## src/rtl/sched_pkg.sv

```systemverilog
package sched_pkg;
  typedef enum logic [1:0] {
    ACC_NONE = 2'd0,
    ACC_RD   = 2'd1,
    ACC_WR   = 2'd2
  } acc_e;
endpackage

```

## src/rtl/sched_in_stage.sv

```systemverilog
module sched_in_stage #(
  parameter int ADDR_W = 20
) (
  input  logic              clk_i,
  input  logic              rst_ni,
  input  logic              rd_sel_ni,
  input  logic              wr_sel_ni,
  input  logic [ADDR_W-1:0] rd_addr_i,
  input  logic [ADDR_W-1:0] wr_addr_i,
  output logic              rd_req_o,
  output logic              wr_req_o,
  output logic [ADDR_W-1:0] rd_addr_o,
  output logic [ADDR_W-1:0] wr_addr_o
);
  always_ff @(posedge clk_i or negedge rst_ni) begin
    if (!rst_ni) begin
      rd_req_o  <= 1'b0;
      wr_req_o  <= 1'b0;
      rd_addr_o <= '0;
      wr_addr_o <= '0;
    end else begin
      rd_req_o  <= ~rd_sel_ni;
      wr_req_o  <= ~wr_sel_ni;
      rd_addr_o <= rd_addr_i;
      wr_addr_o <= wr_addr_i;
    end
  end
endmodule

```

## src/rtl/sched_arbiter.sv

```systemverilog
module sched_arbiter
  import sched_pkg::*;
(
  input  logic rd_req_i,
  input  logic wr_req_i,
  input  acc_e prev_i,
  output acc_e grant_o
);
  logic rd_ok, wr_ok;

  // a port that ran last cycle is blocked; read wins otherwise
  assign rd_ok = rd_req_i && (prev_i != ACC_RD);
  assign wr_ok = wr_req_i && (prev_i != ACC_WR);

  always_comb begin
    if (rd_ok)      grant_o = ACC_RD;
    else if (wr_ok) grant_o = ACC_WR;
    else            grant_o = ACC_NONE;
  end
endmodule

```

## src/rtl/sched_out_stage.sv

```systemverilog
module sched_out_stage
  import sched_pkg::*;
#(
  parameter int ADDR_W = 20
) (
  input  logic              clk_i,
  input  logic              rst_ni,
  input  acc_e              grant_i,
  input  logic [ADDR_W-1:0] rd_addr_i,
  input  logic [ADDR_W-1:0] wr_addr_i,
  output acc_e              prev_o,
  output logic              start_rd_o,
  output logic              start_wr_o,
  output logic [ADDR_W-1:0] addr_o
);
  logic [ADDR_W-1:0] addr_d;

  always_comb begin
    unique case (grant_i)
      ACC_RD:  addr_d = rd_addr_i;
      ACC_WR:  addr_d = wr_addr_i;
      default: addr_d = '0;
    endcase
  end

  always_ff @(posedge clk_i or negedge rst_ni) begin
    if (!rst_ni) begin
      prev_o     <= ACC_NONE;
      start_rd_o <= 1'b0;
      start_wr_o <= 1'b0;
      addr_o     <= '0;
    end else begin
      prev_o     <= grant_i;
      start_rd_o <= (grant_i == ACC_RD);
      start_wr_o <= (grant_i == ACC_WR);
      addr_o     <= addr_d;
    end
  end
endmodule

```

## src/rtl/dual_port_alt_sched.sv

```systemverilog
module dual_port_alt_sched
  import sched_pkg::*;
#(
  parameter int ADDR_W = 20
) (
  input  logic              clk_i,
  input  logic              rst_ni,
  input  logic              rd_sel_ni,
  input  logic              wr_sel_ni,
  input  logic [ADDR_W-1:0] rd_addr_i,
  input  logic [ADDR_W-1:0] wr_addr_i,
  output logic              start_rd_o,
  output logic              start_wr_o,
  output logic [ADDR_W-1:0] addr_o
);
  logic              rd_req, wr_req;
  logic [ADDR_W-1:0] rd_addr_q, wr_addr_q;
  acc_e              grant, prev;

  sched_in_stage #(.ADDR_W(ADDR_W)) in_i (
    .clk_i     (clk_i),
    .rst_ni    (rst_ni),
    .rd_sel_ni (rd_sel_ni),
    .wr_sel_ni (wr_sel_ni),
    .rd_addr_i (rd_addr_i),
    .wr_addr_i (wr_addr_i),
    .rd_req_o  (rd_req),
    .wr_req_o  (wr_req),
    .rd_addr_o (rd_addr_q),
    .wr_addr_o (wr_addr_q)
  );

  sched_arbiter arb_i (
    .rd_req_i (rd_req),
    .wr_req_i (wr_req),
    .prev_i   (prev),
    .grant_o  (grant)
  );

  sched_out_stage #(.ADDR_W(ADDR_W)) out_i (
    .clk_i      (clk_i),
    .rst_ni     (rst_ni),
    .grant_i    (grant),
    .rd_addr_i  (rd_addr_q),
    .wr_addr_i  (wr_addr_q),
    .prev_o     (prev),
    .start_rd_o (start_rd_o),
    .start_wr_o (start_wr_o),
    .addr_o     (addr_o)
  );
endmodule

```

## config.mk

```make
export PLATFORM = sky130hd
export DESIGN_NAME = dual_port_alt_sched
export DESIGN_NICKNAME = d
export VERILOG_FILES = /design/src/rtl/sched_pkg.sv /design/src/rtl/sched_in_stage.sv /design/src/rtl/sched_arbiter.sv /design/src/rtl/sched_out_stage.sv /design/src/rtl/dual_port_alt_sched.sv
export SDC_FILE = /design/constraint.sdc
export NUM_CORES = 1
export LEC_CHECK = 0
export BUFFER_PORTS_ARGS = -buffer_cell sky130_fd_sc_hd__buf_2
export CORE_ASPECT_RATIO = 2
export CORE_MARGIN = 3
export CORE_UTILIZATION = 50
export DETAILED_ROUTE_END_ITERATION = 8
export PLACE_DENSITY_LB_ADDON = 0.12
export SLEW_MARGIN = 20
export SYNTH_ARGS = -nofsm -noshare
export SYNTH_HDL_FRONTEND = slang
export SYNTH_SLANG_ARGS = --single-unit
```

## constraint.sdc

```tcl
create_clock -name clk_i -period 2.8 [get_ports clk_i]
set_clock_uncertainty 0.2 [all_clocks]
set_input_delay 0.28 -clock clk_i [delete_from_list [all_inputs] [get_ports clk_i]]
set_output_delay 0.28 -clock clk_i [all_outputs]
set_load 0.01 [all_outputs]
```

; ---- Word level (Yosys, flattened, before mapping)
; Cells that the tools add are included.
; W data, S select, Z words.
[op_classes]
n_div = 0
reduce_logical = 2
muxes = 3
order_cmp = 0
n_eq_ne = 4
n_shift = 0
addsub = 0
bitwise_logic = 2
mul = 0
[ops]
columns = operator, n
row1 = $pmux W20 S2, 1
row2 = $mux W2, 2
row3 = $eq A2 B1 Y1 const B, 1
row4 = $eq A2 B2 Y1 const B, 1
row5 = $logic_and A1 B1 Y1, 2
row6 = $ne A2 B1 Y1 const B, 1
row7 = $ne A2 B2 Y1 const B, 1
row8 = $not A1 Y1, 2
[totals]
out_inout_bits = 22
ram_bits = 0
n_memories = 0
latch_bits = 0
register_bits = 66
wordCells = 19
inputBits = 44
romBits = 0

; ---- Longest topological paths before layout
; Gate-level depths: netlist of run 1.
[logic_depth]
word_depth = 6
mapped_depth = 5
mapped_depth_nobuf = 3

; ---- Cells and area by module
; Synthesis of run 1 repeated with hierarchy kept, for this count alone.
[unflattened]
hier_cells = 125
area_unflattened_um2 = 2065.7
[by_module_without_submodules]
columns = module, seq_area_each_um2, instances, cells_each, area_per_inst_um2
row1 = sched_in_stage, 1051.0, 1, 44, 1058.5
row2 = sched_out_stage, 600.6, 1, 75, 969.7
row3 = sched_arbiter, 0.0, 1, 6, 37.5

; ---- Least setup slack after synthesis of run 1
; Ideal clock, no wire load.
[synth_timing]
kind = reg-to-reg
start = reg in_i.rd_req_o
end = reg out_i.addr_o[10]
setup_time_ns = 0.127
t_required_ns = 2.473
period_less_slack_ns = 1.464
path_buffers = 2
path_slack_ns = 1.336
arrival_time_ns = 1.137
path_stages_with_launch = 6
cell_sequence = dfrtp_1 > or3b_1 > buf_6 > buf_12 > o31ai_2 > a21oi_2
[synth_via]
elab_chain_cells = 4
word_cells_on_any_way = 5
cone_classes = eq/ne: 2 / mux: 2 / reduce/logical: 1
[synth_lines]
columns = item, line_no
row1 = from (decl), sched_in_stage.sv:10  ; output logic rd_req_o,
row2 = from (signal assigned), sched_in_stage.sv:22  ; rd_req_o <= ~rd_sel_ni;
row3 = $logic_and A1 B1 Y1 *, sched_arbiter.sv:12  ; assign rd_ok = rd_req_i && (prev_i != ACC_RD);
row4 = $mux W2 *, sched_arbiter.sv:16  ; if (rd_ok) grant_o = ACC_RD;
row5 = $eq A2 B2 Y1 / $eq A2 B1 Y1 (equally long branches), sched_out_stage.sv:19  ; unique case (grant_i)
row6 = $pmux W20 S2 *, sched_out_stage.sv:19
row7 = net out_i.addr_d[10], sched_out_stage.sv:16  ; logic [ADDR_W-1:0] addr_d;
row8 = to (signal assigned), sched_out_stage.sv:36  ; addr_o <= addr_d;
row9 = to (decl), sched_out_stage.sv:14  ; output logic [ADDR_W-1:0] addr_o
; Mark *: on every way through the listed nets, which the timed path passes. The rest lies on a longest branch.

; ---- Final worst setup path of run 1
[layout_timing]
start = reg out_i.prev_o[1]
end = reg out_i.addr_o[11]
[layout_via]
elab_chain_cells = 6
word_cells_on_any_way = 9
cone_classes = eq/ne: 4 / mux: 3 / reduce/logical: 2
[layout_lines]
columns = item, line_no
row1 = from (decl), sched_out_stage.sv:11  ; output acc_e prev_o,
row2 = from (signal assigned), sched_out_stage.sv:33  ; prev_o <= grant_i;
row3 = $ne A2 B2 Y1, sched_arbiter.sv:13  ; assign wr_ok = wr_req_i && (prev_i != ACC_WR);
row4 = $logic_and A1 B1 Y1, sched_arbiter.sv:13
row5 = $mux W2, sched_arbiter.sv:17  ; else if (wr_ok) grant_o = ACC_WR;
row6 = $mux W2 *, sched_arbiter.sv:16
row7 = $eq A2 B2 Y1 / $eq A2 B1 Y1 (equally long branches), sched_out_stage.sv:19
row8 = $pmux W20 S2 *, sched_out_stage.sv:19
row9 = net out_i.addr_d[11], sched_out_stage.sv:16
; Marked as above.

==> results.md, run 1 <==
- Status: finished clean
- Vias in the first global route: ~1800
- Resize count post-CTS: 0
- Die width: 53.3 um
- Core footprint: 0.00421 sq mm
- Worst-margin pin slew: roughly 0.70 ns
- Detailed Route WL: 4820 um
- Count of cell types in the netlist: 24
- Clock Path Buffers: 2
- # H-tree levels: 3
- Mapped Cells: between 150 and 200
- Worst skew pair latency: 0.34 ns
- Initial antenna violation count: 0
- Largest net degree at the start of global routing: 35
- Fin worst setup slack: between 0.9 and 1 ns
- FMAX: 534 MHz
- ANT cells: 0
- Post-DP HPWL: 2960 um
- NumNets Final: 309
- Routed length per placed instance: about 15 um
- CTS sink cnt: 65
- Post-CTS setup buffers: 0
- Detail Route Antenna Nets: 0
- Number of synthesized flops with an enable pin: 0
- Row count: 33
- CTS tree: built
- Worst Path Required: 2.80 ns
- Clk slew on worst S/H paths: 0.07 ns
- Final Critical Period: 1.87 ns
- Crit Path Max Fanout: 14
- DRT iter0 DRCs: 55
- DR vias/cell: between 4 and 5
- Layout area overhead: 43.8%
- Cell Area, Synth: 0.00224 sq mm
- Die outline area: 0.00536 sq mm
- Worst relative slew slack: between 50% and 60%
- Syn Nets: 197
- Tcrit/Tclk final: roughly two thirds
- Number of remaining DRC errors: 0
- Die Ht: 101 um
- Layout Cells excl Fill: 322
- Root buffer cell: clkbuf_8
- Post-synthesis sequential area ratio: 72.7%
- Endpoint type of the worst setup path: flop
- I/O Pins: 66
- DRT Pass-1 Iters: 5
- Final core occ: between 70% and 80%
- Final hold violation count: 0
- Post-DP Area: ~0.0026 sq mm
- Design Area, Final: between 0.003 and 0.004 sq mm
- Crit path launch type: flop
- Final count of pins violating max slew: 0
- Final setup viols: 0
- Total gr overflow: 0
- RePlAce Congestion: 0.764
- Crit Path Class: flop to flop
- VDD IR max: 0.000494 V
- Yosys synthesis warning count: 0
- Worst EP arrival: 1.87 ns
- Power per cell area: 661 mW/mm^2
- All-Layer GR Usage: 21.8%
- Min Hold Slack: 0.312 ns
- Total CTS buffers: 9
- Post-synth ARST share: 100%
- Mean Syn Cell Area: roughly 15 sq um
- Static Leak: around 1.5 nW
- Most frequent cells in the layout: 65 x dfrtp_1, 65 x buf_2, 43 x dlygate4sd3_1
- DP Worst Slack: between 0.9 and 1 ns
- RSZ-0062 raised after global routing: no
- Input/output buffers: 65
- First-pass GRT wire length: 8150 um
- Initial Util: 53.1%
- Final TNS setup: 0 ns
- Number of max-cap violations: 0
- Placed insts: between 200 and 300
- Min-Delay Path Class: flop to flop
- Post-synth top flop: dfrtp_1
- # fillers: 295
- Routed via count: 1580
- #FFs+latches synth: 65
- Power Total: 2.13 mW
- Layout cells sized above 1: around two fifths
-- routing by layer --
metal | GRT usage (%) | share of wire, % | vias to the layer above
met2 | 39.4 | 60 | 59
met1 | 20.8 | 33 | 768
met5 | 0 | 0 | -
met3 | 6.22 | 5.1 | 8
li1 | - | - | 745
met4 | 11.8 | 1.9 | 0
-- report_power, final --
| part | leakage, nW | switching, mW | internal (mW) | total [mW] |
|---|---|---|---|---|
| sequential | 0.771 | 0.0323 | 1.01 | 1.04 |
| clock | 0.106 | 0.335 | 0.496 | 0.831 |
| combinational | 0.663 | 0.128 | 0.129 | 0.257 |
| total | 1.54 | 0.495 | 1.63 | 2.13 |
-- Yosys cell counts, types with 2 or more instances --
cell type	instances	area [sq um]
o31ai_2	9	113
inv_1	5	18.8
nand2_1	21	78.8
a21oi_1	5	25.0
o21ai_0	5	25.0
buf_4	2	15.0
buf_2	4	20.0
nor2_1	5	18.8
dfrtp_1	65	1630
a21oi_2	10	87.6
a222oi_1	5	50.1
clkbuf_1	2	7.51
o31ai_1	4	30.0
-- worst max-delay path, stage by stage, from the launching register on --
cell	delay, ns
dfrtp_1	0.60
or3b_1	0.70
o31ai_2	0.18
a21oi_2	0.05
-- worst paths after layout --
check	endpoint	cells past startpoint	startpoint	slack (ns)
worst max-delay path	out_i.addr_o[11]	3	out_i.prev_o[1]	0.93
worst min-delay path	out_i.addr_o[19]	2	in_i.wr_addr_o[19]	0.31
worst max register to register	out_i.addr_o[11]	3	out_i.prev_o[1]	0.93
worst min register to register	out_i.addr_o[19]	2	in_i.wr_addr_o[19]	0.31
max in group asynchronous	in_i.rd_addr_o[17]	3	rst_ni	1.21
min in group asynchronous	in_i.rd_addr_o[1]	2	rst_ni	0.32
-- repair_timing --
item                                    CTS  global route
endpoints found under the hold margin    75             0
hold buffers                             43             0
endpoints found under the setup margin    0             0
-- final cells by class --
| type | instances | area [sq um] | area share [%] |
|---|---|---|---|
| inverter | 6 | 22.5 | 0.700 |
| clock buffer | 10 | 128 | 3.97 |
| timing repair buffer | 111 | 778 | 24.2 |
| clock inverter | 6 | 82.6 | 2.57 |
| multi-input combinational | 72 | 514 | 16.0 |
| sequential | 65 | 1630 | 50.6 |
| tap | 52 | 65.1 | 2.02 |
-- registers in the layout, indices dropped and copies added (netlist names) --
register / cells
in_i.rd_addr_o: 20
in_i.rd_req_o: 1
in_i.wr_addr_o: 20
in_i.wr_req_o: 1
out_i.addr_o: 20
out_i.prev_o: 2
out_i.start_rd_o: 1
-- logic make-up after synthesis --
kind of cell / share of synthesized area, %
fa+ha+maj: 0.447
flops: 72.7
simple gates: 5.93
compound gates: 16.6
buf+inv: 4.31
Note: power is estimated with default switching activity, not from simulation.
==> run 2: changes to the inputs <==
- clock period: 2.8 -> 1.8 ns (I/O delays scaled with it)
==> results.md, run 2 (same netlist as run 1, synthesis figures left out) <==
- Endpoint type of the worst setup path: flop
- FF-to-FF End: out_i.addr_o[1]
- Final setup viols: 0 (unchanged)
- Post-CTS setup buffers: 0 (unchanged)
- Reg2reg setup slack: 0.27 ns (-0.66 ns)
- Routed via count: 1633 (+3.4%)
- Input/output buffers: 65 (unchanged)
- All-Layer GR Usage: 22.4% (+0.57 points)
- Final hold violation count: 0 (unchanged)
- Layout cells sized above 1: 40.9% (+1.3 points)
- First-pass GRT wire length: 8440 um (+3.6%)
- DRT iter0 DRCs: 34 (-38%)
- Final count of pins violating max slew: 0 (unchanged)
- CTS sink cnt: 65 (unchanged)
- Crit Path Max Fanout: 12 (-2)
- Detail Route Antenna Nets: 0 (unchanged)
- Worst-margin pin slew: 0.492 ns (-0.209 ns)
- FMAX: 654 MHz (+22%)
- I/O Pins: 66 (unchanged)
- Power share of the clock group: 33.4% (-5.7 points)
- Largest regs: in_i.rd_addr_o: 20 flops, in_i.wr_addr_o: 20 flops, out_i.addr_o: 20 flops
- Register Area: 0.00163 sq mm (unchanged)
- Final Critical Period: 1.53 ns (-0.344 ns)
- Clk slew on worst S/H paths: 0.07 ns (about the same)
- DRT Pass-1 Iters: 4 (-1)
- Final TNS setup: 0 ns (unchanged)
- Vias in the first global route: 1868 (+2.1%)
- Total CTS buffers: 9 (unchanged)
- Met3 Track Usage GR: 7.41% (+1.2 points)
- Worst path top cell family by delay: flip-flops
- ANT cells: 0 (unchanged)
- Power per cell area: 946 mW/mm^2 (+43%)
- Static Leak: 1.55 nW (+0.54%)
- RSZ-0062 raised after global routing: no
- Number of remaining DRC errors: 0 (unchanged)
- VDD IR max: 0.000816 V (+65%)
- Crit Path Class: flop to flop
- Worst skew pair latency: 0.34 ns (about the same)
- Worst relative slew slack: 67.1% (+14 points)
- Number of max-cap violations: 0 (unchanged)
- Combinational power share: 13.8% (+1.7 points)
- Hold-fix buffers at CTS: 43 (unchanged)
- Status: finished clean
- Clock Path Buffers: 2 (unchanged)
- Layout area overhead: 44.2%
- Min Hold Slack: 0.178 ns (-0.134 ns)
- Internal: 2.27 mW (+39%)
- Crit path launch type: flop
- Power Total: 3.05 mW (+44%)
- Total gr overflow: 0 (unchanged)
- # fillers: 302 (+2.4%)
- Critical Path Slowest Stage Cell: dfrtp_1
- Worst Path Required: 1.82 ns (-0.98 ns)
- Largest net degree at the start of global routing: 66 (+89%)
- Met2 GRT Util: 40.9% (+1.5 points)
- RePlAce Congestion: 0.746 (-2.3%)
- Sw frac: 25.7% (+2.4 points)
- Post-DP HPWL: 2970 um (+0.57%)
- Min-Delay Path Class: input port to asynchronous set/reset pin
- Design Area, Final: 0.00323 sq mm (+0.31%)
- Resize count post-CTS: 0 (unchanged)
- Multi-input logic area: 514 sq um (unchanged)
- Routed length per placed instance: 15.0 um (+0.29%)
- DR vias/cell: 4.98 (+1.5%)
- Root buffer cell: clkbuf_8
- Die width: 53.3 um (unchanged)
- Met1 global-route usage: 21.5% (+0.72 points)
- Grt peak-use layer: met2
- Crit Reg-Reg Startpoint: in_i.rd_req_o
- Row count: 33 (unchanged)
- Initial Util: 53.1% (unchanged)
- Initial antenna violation count: 0 (unchanged)
- Reg2Reg Depth: 4 (+1)
- NumNets Final: 315 (+1.9%)
- Critical-path cell list: inv_1 -> buf_4 -> o31ai_1 -> a21oi_1
- Worst EP arrival: 1.55 ns (-0.32 ns)
- Final core occ: 76.6% (+0.24 points)
- Core footprint: 0.00421 sq mm (unchanged)
- Worst Path Buf+Inv: 2 (+2)
- Die outline area: 0.00536 sq mm (unchanged)
- # H-tree levels: 3 (unchanged)
- Tcrit/Tclk final: 85.0% (+18 points)
- NetSw: 0.784 mW (+58%)
- Seq pwr share: 52.8% (+3.9 points)
- Detailed Route WL: 4920 um (+2.2%)
- Most frequent cells in the layout: 65 x dfrtp_1, 65 x buf_2, 43 x dlygate4sd3_1
- Die Ht: 101 um (unchanged)
- Max stage delay on crit path: 0.44 ns (-0.26 ns)
- CTS tree: built
- Post-DP Area: 0.00263 sq mm (+2.2%)
==> run 2: cell types whose count changed in the layout (fill, tap and decap cells not counted) <==
cell,change
clkinv_2,+1
buf_12,+1
clkinvlp_4,+1
buf_4,+5
bufinv_16,-2
==> run 2: worst max-delay path by stage <==
stage | from | end | slack (ns) | cells past startpoint
after floorplan | in_i.rd_req_o | out_i.addr_o[10] | 0.34 | 5
after global placement | in_i.rd_req_o | out_i.addr_o[11] | 0.36 | 4
after detailed placement | in_i.rd_req_o | out_i.addr_o[9] | 0.29 | 4
after CTS | in_i.rd_req_o | out_i.addr_o[1] | 0.27 | 4
after global routing | in_i.rd_req_o | out_i.addr_o[1] | 0.16 | 4
final | in_i.rd_req_o | out_i.addr_o[1] | 0.27 | 4
==> run 2: final cells by class <==
class / instances / share of cell area [%]
clock buffer: 10 / 3.96
clock inverter: 6 / 1.09
inverter: 6 / 0.698
multi-input combinational: 72 / 15.9
sequential: 65 / 50.4
tap: 52 / 2.02
timing repair buffer: 117 / 25.9
==> run 2: worst register-to-register path: cells and delay by family, from the launching register on <==
family | cells | cell delay (ns)
AO/OA/AOI/OAI | 2 | 0.33
buffers and inverters | 2 | 0.43
flip-flops | 1 | 0.44
==> run 2: stage by stage <==
stage	setup slack, ns	std cells
global route	0.163	328
finish	0.270	328
CTS	0.270	328
floorplan	0.336	153
global placement	0.357	269
detailed placement	0.293	269
==> run 2: routing by layer <==
metal | wire (um) | vias up
met4 | 87 | 0
met3 | 257 | 7
met2 | 2860 | 53
met1 | 1710 | 816
met5 | 0 | -
li1 | - | 757
==> run 2: power by group through the flow <==
stage          registers (mW)  logic (mW)  clock network [mW]
3_5_place_dp             1.64       0.352                   0
2_1_floorplan            1.66       0.159                   0
6_report                 1.61       0.422                1.02
3_3_place_gp             1.63       0.340                   0
5_1_grt                  1.62       0.465                1.13
4_1_cts                  1.61       0.425                1.05
==> run 3: changes to the inputs <==
- ABC_AREA: default -> 1
- CORE_UTILIZATION: 50 -> 43
- clock period: 1.8 -> 1.3 ns (I/O delays scaled with it)
==> results.md, run 3 <==
- Crit path launch type: flop
- Endpoint type of the worst setup path: flop
- Syn Nets: 186 (-5.6%)
- Mapped Cells: 142 (-7.2%)
- Input/output buffers: 65 (unchanged)
- Detail Route Antenna Nets: 0 (unchanged)
- Final count of pins violating max slew: 0 (unchanged)
- Row count: 34 (+3.0%)
- Max stage delay on crit path: 0.39 ns (-0.05 ns)
- Number of synthesized flops with an enable pin: 0 (unchanged)
- Final TNS setup: 0 ns (unchanged)
- Worst Path Buf+Inv: 2 (unchanged)
- Power per cell area: 1360 mW/mm^2 (+44%)
- Worst EP arrival: 1.32 ns (-0.23 ns)
- Mean Syn Cell Area: 13.8 sq um (-5.5%)
- Count of cell types in the netlist: 10 (-58%)
- Critical Path Slowest Stage Cell: dfrtp_1
- Post-synth top flop: dfrtp_1
- Number of remaining DRC errors: 0 (unchanged)
- Placed insts: 260 (-3.3%)
- VDD IR max: 0.00110 V (+35%)
- Layout Cells excl Fill: 322 (-1.8%)
- Worst relative slew slack: 78.3% (+11 points)
- Critical Path Start: out_i.prev_o[1]
- Detailed Route WL: 4080 um (-17%)
- First-pass GRT wire length: 6620 um (-22%)
- Final setup viols: 0 (unchanged)
- Tcrit/Tclk final: 95.5% (+11 points)
- Total CTS buffers: 9 (unchanged)
- I/O Pins: 66 (unchanged)
- Core footprint: 0.00438 sq mm (+4.0%)
- RSZ-0062 raised after global routing: yes
- Die outline area: 0.00546 sq mm (+1.9%)
- Crit Path Class: flop to flop
- Vias in the first global route: 1521 (-19%)
- Crit Reg-Reg Startpoint: out_i.prev_o[1]
- RePlAce Congestion: 0.640 (-14%)
- Yosys synthesis warning count: 0 (unchanged)
- Share of the synthesized area in the top cell type: 82.9% (+10 points)
- Worst skew pair latency: 0.33 ns (about the same)
- Most instantiated library cell after synthesis: dfrtp_1
- DRT Pass-1 Iters: 4 (unchanged)
- Worst Path Required: 1.37 ns (-0.45 ns)
- Number of max-cap violations: 0 (unchanged)
- Initial Util: 44.8% (-8.3 points)
- Initial antenna violation count: 0 (unchanged)
- Layout cells sized above 1: 34.7% (-6.2 points)
- Most frequent cells in the layout: 65 x dfrtp_1, 65 x buf_2, 43 x dlygate4sd3_1
- Largest regs: in_i.rd_addr_o: 20 flops, in_i.wr_addr_o: 20 flops, out_i.addr_o: 20 flops
- Final Critical Period: 1.24 ns (-0.288 ns)
- DR vias/cell: 4.40 (-12%)
- Most frequent cells after synthesis: 65 x dfrtp_1, 41 x nand2_1, 20 x nand3_1
- Clock Path Buffers: 2 (unchanged)
- # H-tree levels: 3 (unchanged)
- Die width: 53.8 um (+0.89%)
- CTS sink cnt: 65 (unchanged)
- ANT cells: 0 (unchanged)
- Worst path top cell family by delay: flip-flops
- Min-Delay Path Class: input port to asynchronous set/reset pin
- DRT iter0 DRCs: 11 (-68%)
- Total gr overflow: 0 (unchanged)
- Largest net degree at the start of global routing: 66 (unchanged)
- Routed via count: 1418 (-13%)
- Die Ht: 102 um (+0.95%)
- Largest area contributor in the netlist: dfrtp_1
- Post-synthesis sequential area ratio: 82.9% (+10 points)
- Top cells by area, synth: dfrtp_1 83%, nand2_1 7.8%, nand3_1 5.1%
- Crit Path Max Fanout: 11 (-1)
- Post-synth ARST share: 100% (unchanged)
- Root buffer cell: clkbuf_8
- Status: finished clean
- Clk slew on worst S/H paths: 0.07 ns (about the same)
- FMAX: 805 MHz (+23%)
- Static Leak: 1.59 nW (+2.5%)
- All-Layer GR Usage: 17.6% (-4.8 points)
- NumNets Final: 307 (-2.5%)
- Worst-margin pin slew: 0.325 ns (-0.167 ns)
- Routed length per placed instance: 12.7 um (-16%)
- Post-DP HPWL: 2430 um (-18%)
- #FFs+latches synth: 65 (unchanged)
- Critical-path cell list: inv_1 -> nand2_2 -> nand2_4 -> buf_8 -> nand3_1 -> nand2_1
- CTS tree: built
- Cell Area, Synth: 0.00196 sq mm (-12%)
- Layout area overhead: 54.7%
- Final hold violation count: 0 (unchanged)
[run 3: stage by stage]
stage / util [%] / setup WS (ns) / hold slack, ns / total power [mW] / cell area, sq um
after floorplan: - / 0.0946 / -0.366 / 2.37 / 1960
after global placement: 54.4 / 0.0192 / -0.0418 / 2.58 / 2380
after detailed placement: 54.4 / -0.0307 / -0.0368 / 2.59 / 2380
after CTS: 68.2 / 0.00650 / 0.154 / 4.17 / 2990
after global routing: 69.3 / -0.0132 / 0.182 / 4.36 / 3040
final: 69.3 / 0.0579 / 0.150 / 4.15 / 3040
[run 3: tightest hold or removal path: stages]
cell and delay (ns):
dlygate4sd3_1 0.52, buf_2 0.12, buf_12 0.30
[run 3: layer usage]
| metal | vias up | global-route usage [%] | wire [um] |
|---|---|---|---|
| met5 | - | 0 | 0 |
| met4 | 0 | 9.65 | 116 |
| met3 | 14 | 7.22 | 295 |
| met2 | 64 | 28.4 | 2200 |
| met1 | 659 | 18.8 | 1470 |
| li1 | 681 | - | - |
[run 3: cell families (layout without fill, tap and decap cells)]
family / Yosys count / count (layout) / synth area share, %
DFF: 65 / 65 / 82.9
and+or+nand+nor: 63 / 63 / 13.6
buffers and inverters: 13 / 139 / 3.12
AOI/OAI and AO/OA: 1 / 1 / 0.446
[run 3: final timing paths]
| kind | to | slack [ns] | cells after the start |
|---|---|---|---|
| max | out_i.addr_o[13] | 0.06 | 6 |
| min | in_i.wr_addr_o[2] | 0.15 | 3 |
| max reg2reg | out_i.addr_o[13] | 0.06 | 6 |
| min reg2reg | out_i.addr_o[15] | 0.24 | 2 |
| max in group asynchronous | out_i.addr_o[10] | 0.49 | 3 |
| min in group clk_i | in_i.wr_addr_o[7] | 0.23 | 2 |
[run 3: cell type report]
class	instances	area (sq um)
Sequential cell	65	1630
Fill cell	313	1340
Timing Repair Buffer	116	856
Multi-Input combinational cell	64	283
Clock buffer	13	159
Tap cell	54	67.6
Inverter	7	31.3
Clock inverter	3	15.0
[run 3: repair_timing]
| item | 4_1_cts | 5_1_grt |
|---|---|---|
| hold buffers | 43 | 0 |
| endpoints found under the hold margin | 107 | 0 |
| gates resized for setup | 1 | 7 |
| pin swaps | 0 | 2 |
| endpoints found under the setup margin | 20 | 20 |
| buffers inserted | 0 | 3 |
[run 3: report_power, final]
part           internal [mW]  switching, mW  leakage (nW)
sequential              2.16         0.0388         0.780
combinational          0.252          0.230         0.714
clock                  0.787          0.681        0.0932
